===== src/rtl/bwt_pkg.sv =====
package bwt_pkg;

  // owned-cycle cap per window for a share code
  function automatic int unsigned share_cap(input logic [1:0] code, input int unsigned win);
    return win >> code;
  endfunction

  // idle-cycle limit for an idle code
  function automatic int unsigned idle_limit(input logic [1:0] code, input int unsigned base);
    return base << code;
  endfunction

endpackage


===== src/rtl/bwt_cfg.sv =====
module bwt_cfg (
  input  logic       clk,
  input  logic       rst_n,
  input  logic       chan_reset,
  input  logic       cfg_we,
  input  logic [1:0] cfg_share,
  input  logic [1:0] cfg_idle,
  output logic [1:0] share_code,
  output logic [1:0] idle_code
);
  always_ff @(posedge clk or negedge rst_n) begin
    if (!rst_n) begin
      share_code <= 2'd0;
      idle_code  <= 2'd0;
    end else if (chan_reset) begin
      share_code <= 2'd0;
      idle_code  <= 2'd0;
    end else if (cfg_we) begin
      share_code <= cfg_share;
      idle_code  <= cfg_idle;
    end
  end
endmodule


===== src/rtl/bwt_window.sv =====
module bwt_window #(
  parameter int unsigned WIN = 8
) (
  input  logic       clk,
  input  logic       rst_n,
  input  logic       bus_owned,
  input  logic [1:0] share_code,
  output logic       permit,
  output logic [$clog2(WIN+1)-1:0] owned_count
);
  import bwt_pkg::*;
  localparam int unsigned HL = WIN - 1;
  localparam int unsigned CW = $clog2(WIN + 1);

  logic [HL-1:0] hist;
  logic [CW-1:0] cap;

  always_ff @(posedge clk or negedge rst_n) begin
    if (!rst_n) hist <= '0;
    else        hist <= {hist[HL-2:0], bus_owned};
  end

  always_comb begin
    owned_count = '0;
    for (int i = 0; i < int'(HL); i++) owned_count = owned_count + CW'(hist[i]);
  end

  assign cap    = CW'(share_cap(share_code, WIN));
  assign permit = (owned_count < cap);
endmodule


===== src/rtl/bwt_idle_timer.sv =====
module bwt_idle_timer #(
  parameter int unsigned BASE = 4
) (
  input  logic       clk,
  input  logic       rst_n,
  input  logic       chan_reset,
  input  logic       prio,
  input  logic       bus_owned,
  input  logic       periph_req,
  input  logic [1:0] idle_code,
  output logic       idle_cycle,
  output logic       expire
);
  import bwt_pkg::*;
  localparam int unsigned MAXL = BASE << 3;
  localparam int unsigned TW   = $clog2(MAXL);

  logic [TW-1:0] run_cnt;
  logic [TW-1:0] last_idx;

  assign last_idx   = TW'(idle_limit(idle_code, BASE) - 1);
  assign idle_cycle = prio && bus_owned && !periph_req;
  assign expire     = idle_cycle && (run_cnt == last_idx);

  always_ff @(posedge clk or negedge rst_n) begin
    if (!rst_n)                       run_cnt <= '0;
    else if (chan_reset || !idle_cycle || expire) run_cnt <= '0;
    else                              run_cnt <= run_cnt + 1'b1;
  end
endmodule


===== src/rtl/bus_throttle_wait.sv =====
module bus_throttle_wait #(
  parameter int unsigned WIN       = 8,
  parameter int unsigned WAIT_BASE = 4
) (
  input  logic       clk,
  input  logic       rst_n,
  input  logic       chan_reset,
  input  logic       cfg_we,
  input  logic [1:0] cfg_share,
  input  logic [1:0] cfg_idle,
  input  logic       prio,
  input  logic       periph_req,
  input  logic       bus_owned,
  output logic       req_permit,
  output logic       bus_release
);
  localparam int unsigned CW = $clog2(WIN + 1);

  logic [1:0]    share_code;
  logic [1:0]    idle_code;
  logic [CW-1:0] owned_count;
  logic          idle_cycle;

  bwt_cfg u_cfg (
    .clk(clk), .rst_n(rst_n), .chan_reset(chan_reset), .cfg_we(cfg_we),
    .cfg_share(cfg_share), .cfg_idle(cfg_idle),
    .share_code(share_code), .idle_code(idle_code)
  );

  bwt_window #(.WIN(WIN)) u_win (
    .clk(clk), .rst_n(rst_n), .bus_owned(bus_owned), .share_code(share_code),
    .permit(req_permit), .owned_count(owned_count)
  );

  bwt_idle_timer #(.BASE(WAIT_BASE)) u_idle (
    .clk(clk), .rst_n(rst_n), .chan_reset(chan_reset), .prio(prio),
    .bus_owned(bus_owned), .periph_req(periph_req), .idle_code(idle_code),
    .idle_cycle(idle_cycle), .expire(bus_release)
  );
endmodule


===== config.mk =====
export PLATFORM = sky130hd
export DESIGN_NAME = bus_throttle_wait
export DESIGN_NICKNAME = d
export VERILOG_FILES = /design/src/rtl/bwt_pkg.sv /design/src/rtl/bwt_cfg.sv /design/src/rtl/bwt_window.sv /design/src/rtl/bwt_idle_timer.sv /design/src/rtl/bus_throttle_wait.sv
export SDC_FILE = /design/constraint.sdc
export NUM_CORES = 1
export LEC_CHECK = 0
export BUFFER_PORTS_ARGS = -buffer_cell sky130_fd_sc_hd__buf_2
export CAP_MARGIN = 20
export CORE_MARGIN = 4
export CORE_UTILIZATION = 30
export CTS_CLUSTER_DIAMETER = 200
export CTS_CLUSTER_SIZE = 16
export DETAILED_ROUTE_END_ITERATION = 16
export SLEW_MARGIN = 25
export SYNTH_ARGS = -nofsm -noshare
export SYNTH_HDL_FRONTEND = slang
export SYNTH_HIERARCHICAL = 1
export SYNTH_SLANG_ARGS = --single-unit

===== constraint.sdc =====
create_clock -name clk -period 3.65 [get_ports clk]
set_input_delay 0.5475 -clock clk [delete_from_list [all_inputs] [get_ports clk]]
set_output_delay 0.5475 -clock clk [all_outputs]
set_load 0.02 [all_outputs]

**Word-level counts from Yosys, hierarchy flattened**

Cells that the tools add are included.

- Flip-flop bits (word level): 16
- Input port bits: 11
- Logic and storage cells: 29

- $add $sub $neg: 8
- Order comparisons: 1
- Equal/unequal tests: 1
- Shift operators: 2
- Mux-type cells: 5
- Reduce and logical (&&, ||, !) cells: 8

Operators by type and width:

| kind | count |
|---|---|
| 4-bit by 1-bit adder with 4-bit output | 5 |
| 2-bit 2-to-1 mux | 4 |
| 5-bit by 1-bit adder with 5-bit output (second input constant) | 1 |
| 5-bit == test | 1 |
| 5-bit 2-to-1 mux | 1 |
| 3-bit by 2-bit left shift with 5-bit output (first input constant) | 1 |
| 5-bit by 1-bit subtractor with 5-bit output (second input constant) | 1 |
| 4-bit < comparator | 1 |
| 4-bit by 2-bit >> shifter with 4-bit output (first input constant) | 1 |
| 1-bit logical AND | 3 |
| 1-bit by 1-bit adder with 2-bit output | 1 |
| 1-bit zero test | 2 |
| 1-bit logical OR | 2 |
| 2-bit nonzero test | 1 |

**Logic depth before layout (Yosys ltp)**

Gate-level depths: netlist of the first run.

- Word-level depth: 7
- Mapped depth: 9

**By module**

Netlist of the first run, hierarchy kept.

Modules (own cells, without submodules):

| module | instances | cells each | area each (µm²) | seq. area each (µm²) |
|---|---|---|---|---|
| bwt_window | 1 | 32 | 374.1 | 175.2 |
| bwt_idle_timer | 1 | 29 | 304.0 | 125.1 |
| bwt_cfg | 1 | 13 | 160.2 | 100.1 |

**Least setup slack after synthesis of the first run**

No wires, ideal clock.

- Path type: register to output
- From: register u_win.hist[0]
- To: output req_permit
- Arrival: 2,835 ps
- Path slack: 267 ps
- Cell stages (with the launch flop): 10
- Path through: dfrtp_1 > inv_1 > fa_1 > fa_1 > fa_1 > fa_1 > inv_1 > ha_1 > o211ai_1 > o22a_1

- Longest elaborated chain between the ends: 7

RTL lines:

| item | line | RTL |
|---|---|---|
| from (decl) | bwt_window.sv:15 | `logic [HL-1:0] hist;` |
| from (signal assigned) | bwt_window.sv:20 | `else hist <= {hist[HL-2:0], bus_owned};` |
| 1-bit by 1-bit adder with 2-bit output | bwt_window.sv:25 | `for (int i = 0; i < int'(HL); i++) owned_count = owned_count + CW'(hist[i]);` |
| 4-bit by 1-bit adder with 4-bit output (5 in series) | bwt_window.sv:25 |  |
| net owned_count[1] | bus_throttle_wait.sv:21 | `logic [CW-1:0] owned_count;` |
| 4-bit < comparator | bwt_window.sv:29 | `assign permit = (owned_count < cap);` |
| to (decl) | bus_throttle_wait.sv:14 | `output logic req_permit,` |

The timed path passes the listed nets, and every way through them passes these cells.

**Worst setup path in the final report of the first run**

- From: register u_win.hist[3]
- To: output req_permit

- Longest elaborated chain between the ends: 5

RTL lines:

| item | line |
|---|---|
| 4-bit by 1-bit adder with 4-bit output (4 in series) | bwt_window.sv:25 |
| net owned_count[1] | bus_throttle_wait.sv:21 |
| 4-bit < comparator | bwt_window.sv:29 |

The timed path passes the listed nets, and every way through them passes these cells.

==> impl_metrics.toml, run 1 <==
[sta]
final.period_utilization_pct = 104
timing.max_slew.rel_slack_pct = 62.2
timing.setup.tns_ns = -0.147
fmax_mhz = 263
skew_ns = 0.000724
slew_viol_final = 0
hold_violations = 0
finalSetupViolations = 1
rsz0062_at_grt = "true"
setup_ws_ns = -0.147
min_period_ns = 3.80
worst_pin_slew_ns = 0.562

[grt]
grt_pass1_vias = 585
grt_max_degree = 17
gr-usage-all-layers_pct = 9.36
grt_overflow = 0
grt_pass1_wl_mm = 2.45
antenna_found_initial = 0

[finish]
num-fill-cells = 267
fin_cells = 116
diodes = 0
syn_to_final_growth_pct = 16.0
finalNetCount = 106
drive_gt1_share_pct = 24.4

[power]
p_leak_nw = 0.456
p_total_uw = 342
ir_drop_uv = 175
p_comb_share_pct = 18.5
swShare_pct = 26.2
internal_power_uw = 252
pwr_density_cell_mw_per_mm2 = 358
p_switching_uw = 89.7
p_clk_share_pct = 26.1
pwr-share-seq_pct = 55.4

[clock_network]
ctsHoldBuffers = 0
cts_root_buffer = "clkbuf_4"
clock_path_buffers = 2
htreeDepth = 1
numCtsBuffers = 3
cts_tree = "yes"
clock-sinks = 16
clk_transition_reported_paths_ns = 0.09
insertion_delay_ns = 0.28

[setup_path]
crit_fanout = 2
r2r_cells = 4
timing.rr.start = "u_idle/run_cnt[0]$_DFF_PN0_"
cpMostUsedCell = "fa_1"
required_ns = 3.10
cp.arrival_ns = 3.25
regToRegEndpoint = "u_idle/run_cnt[3]$_DFF_PN0_"
startpoint = "u_win/hist[3]$_DFF_PN0_"
slowest_stage = "fa_1"
cp_slowest_stage_delay_ns = 0.55
endpoint_kind = "output pin"
critPathKind = "register to output pin"
r2r_slack_ns = 1.93
crit_chain = "inv_2, fa_1, fa_1, fa_2, fa_1, inv_1, ha_1, o211ai_1, o22a_1, buf_6"
crit_path_start_kind = "register"

[floorplanning]
core_area_sq_mm = 0.00254
die_y_um = 60.4
rows = 18
io_pins = 13
dieArea_sq_mm = 0.00365
initial_core_util_pct = 32.4
die_w_um = 60.4

[route]
wire_per_inst_um = 11.4
vias = 551
first_pass_iters = 4
drc = 0
drt_iter0_markers = 12
viasPerCell = 4.75
finalWirelength_mm = 1.32
drtAntennaViolNets = 0

[synthesis]
syn_area_sq_um = 823
ys_warn_count = 6
syn_nets = 89
syn_area_per_cell_sq_um = 11.6
syn_inst = 71

[place]
port_buffers = 12
dp.cells = 112
globalplace.congestion = 0.705
pre_cts_slack_ns = 0.102

[outcome]
status = "complete, but fails checks"
violations = "setup timing"

[min_path]
hold_path.class = "primary input to async pin"

[job]
max-cap-violations = 0
==> power groups by stage <==
stage,sequential (mW),clock (mW),combinational (mW)
after CTS,0.190,0.0954,0.0606
after global routing,0.191,0.102,0.0759
after floorplan,0.192,0,0.0396
final,0.190,0.0893,0.0633
after detailed placement,0.193,0,0.0596
after global placement,0.193,0,0.0555
==> placed cells by master, fill, tap and decap left out <==
master      n
clkbuf_4    3
nand2_1     3
buf_2      11
or2b_1      1
mux2_2      1
dfrtp_1    16
or3_1       1
buf_4       1
nor2_1      7
nand3_1     3
fa_2        1
a2111oi_4   1
o41ai_1     1
nand2b_1    1
inv_1       9
ha_1        3
o21a_1      1
mux2i_1     4
nor3_1      1
nor4_1      4
a21oi_1     1
o211ai_1    1
inv_2       1
xor2_1      3
and3_1      1
buf_6       1
fa_1        3
o22a_1      1
or3b_4      1
==> what timing repair did <==
action | in CTS | in global routing
buffers inserted | 0 | 1
setup endpoints to repair | 1 | 1
pin swaps | 0 | 2
gates resized for setup | 1 | 3
gates cloned | 0 | 0
==> state kept, by name (all words and copies together), names as in the netlist <==
register,cells
u_win/hist,7
u_idle/run_cnt,5
u_cfg/idle_code,2
u_cfg/share_code,2
==> worst max-delay path: cells and delay by family, from the launching register on <==
| kind | cells | cell delay [ns] |
|---|---|---|
| adders and majority gates | 5 | 2.09 |
| DFF | 1 | 0.36 |
| AOI/OAI and AO/OA | 2 | 0.30 |
| buffers and inverters | 3 | 0.22 |
==> final cells by class <==
class                   count  area (sq um)  share of cell area [%]
flip-flops and latches     16           400                    41.9
multi-input cells          44           383                    40.1
repair buffers             13          73.8                    7.73
inverters                  10          37.5                    3.93
well taps                  30          37.5                    3.93
clock buffers               3          22.5                    2.36
==> per-stage QoR <==
step / hold slack (ns) / utilization, % / area [sq um]
2_1_floorplan: 0.252 / - / 823
3_3_place_gp: 0.361 / 36.0 / 916
3_5_place_dp: 0.360 / 36.0 / 916
4_1_cts: 0.161 / 37.0 / 941
5_1_grt: 0.185 / 37.5 / 955
6_report: 0.158 / 37.5 / 955
==> routing by layer <==
layer | share of wire, % | GRT usage, % | vias to the layer above
met2 | 43 | 13.3 | 20
li1 | - | - | 269
met1 | 46 | 13.0 | 258
met3 | 8.4 | 1.91 | 4
met4 | 2.5 | 5.70 | 0
met5 | 0 | 0 | -
==> worst max path at each step <==
stage	to	slack, ns
after floorplan	req_permit	0.27
after global placement	req_permit	0.18
after detailed placement	req_permit	0.10
after CTS	req_permit	-0.18
after global routing	req_permit	-0.28
final	req_permit	-0.15
(Power assumes the default switching activity.)
==> inputs of run 2 (changes only) <==
SKIP_LAST_GASP = 1   (was not set)
==> run 2 against run 1 <==
Against the previous run:
- the run still ends with setup timing left
- die area stayed put
- wire length up 0.23%
- first-iteration DRC count fell by 33%
- sequential cell count did not move
- design area shrank 0.39%
- worst hold slack stayed put
- register-to-register slack about the same
- sequential power hardly changed
- critical path depth stayed put
- largest power group unchanged
==> impl_metrics.toml, run 2 (same netlist as run 1, synthesis figures left out) <==
[sta]
skew_ns = 0.000724
worst_pin_slew_ns = 0.562
hold_violations = 0
timing.max_slew.rel_slack_pct = 62.2
final.period_utilization_pct = 104
min_period_ns = 3.81
timing.setup.tns_ns = -0.157
fmax_mhz = 263
setup_ws_ns = -0.157
finalSetupViolations = 1
slew_viol_final = 0
rsz0062_at_grt = "true"

[finish]
final_core_util_pct = 37.4
finalNetCount = 106
syn_to_final_growth_pct = 15.5
drive_gt1_share_pct = 23.3
mostFrequentLayoutCell = "dfrtp_1"
reg_top3 = "u_win/hist x7, u_idle/run_cnt x5"
final_cell_mix = "dfrtp_1 (16), buf_2 (11), inv_1 (10)"
top_register = "u_win/hist"
fin_cells = 116
largest_register_ff_count = 7
diodes = 0

[route]
drtAntennaViolNets = 0
first_pass_iters = 4
viasPerCell = 4.75
wire_per_inst_um = 11.4
vias = 551
drt_iter0_markers = 8
finalWirelength_mm = 1.32
drc = 0

[job]
max-cap-violations = 0

[setup_path]
required_ns = 3.10
critPathKind = "register to output pin"
cpMostUsedCell = "fa_1"
crit_fanout = 2
crit_path_start_kind = "register"
slowest_stage = "fa_1"
crit_chain = "inv_1, fa_1, fa_1, fa_2, fa_1, inv_1, ha_1, o211ai_1, o22a_1, buf_4"
cp_slowest_stage_delay_ns = 0.56
cp.arrival_ns = 3.26
path_buf_inv = 3
path_delay_family = "adder cells"
endpoint_kind = "output pin"

[outcome]
violations = "setup timing"
status = "complete, but fails checks"

[grt]
grt_max_degree = 17
grt_pass1_vias = 585
gr-usage-all-layers_pct = 9.36
antenna_found_initial = 0
grt_pass1_wl_mm = 2.45
grt_overflow = 0

[place]
port_buffers = 12
dp.cells = 112
globalplace.congestion = 0.705

[floorplanning]
die_w_um = 60.4
rows = 18
die_y_um = 60.4
initial_core_util_pct = 32.4
io_pins = 13
core_area_sq_mm = 0.00254
dieArea_sq_mm = 0.00365

[power]
ir_drop_uv = 166
pwr_density_cell_mw_per_mm2 = 357
p_leak_nw = 0.456

[clock_network]
htreeDepth = 1
cts_tree = "yes"
insertion_delay_ns = 0.28
clock-sinks = 16
clk_transition_reported_paths_ns = 0.09
clock_path_buffers = 2
cts_root_buffer = "clkbuf_4"
numCtsBuffers = 3

[min_path]
hold_path.class = "primary input to async pin"
## run 2: changes by cell type in the layout (fill, tap and decap cells not counted)
cell	delta
buf_6	-1
inv_1	+1
inv_2	-1
buf_4	+1
## run 2: final timing paths
kind | from | end | slack (ns) | depth (start not counted)
max | u_win/hist[3]$_DFF_PN0_ | req_permit | -0.16 | 10
min | rst_n | u_idle/run_cnt[3]$_DFF_PN0_ | 0.16 | 1
max reg2reg | u_idle/run_cnt[0]$_DFF_PN0_ | u_idle/run_cnt[3]$_DFF_PN0_ | 1.93 | 4
min reg2reg | u_win/hist[4]$_DFF_PN0_ | u_win/hist[5]$_DFF_PN0_ | 0.38 | 0
max in group asynchronous | rst_n | u_win/hist[4]$_DFF_PN0_ | 3.23 | 1
min in group clk | u_win/hist[4]$_DFF_PN0_ | u_win/hist[5]$_DFF_PN0_ | 0.38 | 0
## run 2: final cells by class
type / instances / area, sq um
clock buffer: 3 / 22.5
multi-input combinational: 44 / 383
timing repair buffer: 13 / 70.1
sequential: 16 / 400
fill: 267 / 1590
inverter: 10 / 37.5
tap: 30 / 37.5
## run 2: metrics by stage
stage	setup slack (ns)	hold WS (ns)	instance area [sq um]	total power, mW
6_report	-0.157	0.158	951	0.340
5_1_grt	-0.293	0.185	951	0.366
4_1_cts	-0.181	0.161	941	0.346
3_5_place_dp	0.102	0.360	916	0.253
3_3_place_gp	0.177	0.361	916	0.248
2_1_floorplan	0.267	0.252	823	0.231
## run 2: report_power, final
part	internal (mW)	switching, mW	total [mW]
clock	0.0383	0.0510	0.0893
combinational	0.0286	0.0325	0.0612
sequential	0.184	0.00560	0.189
total	0.251	0.0891	0.340
## run 2: routing by layer
layer	up-vias	wire, um	global-route usage [%]
met1	258	602	13.0
met5	-	0	0
li1	269	-	-
met4	0	33	5.70
met2	20	571	13.3
met3	4	112	1.91
## run 2: worst register-to-register path, stage by stage, from the launching register on
cell       delay (ns)
dfrtp_1          0.39
ha_1             0.25
or3b_4           0.42
a2111oi_4        0.42
nor4_1           0.12
## run 2: repair_timing
item | in CTS | in global routing
pin swaps | 0 | 2
setup endpoints to repair | 1 | 1
buffers inserted | 0 | 1
hold buffers | 0 | 0
resized for setup | 1 | 1
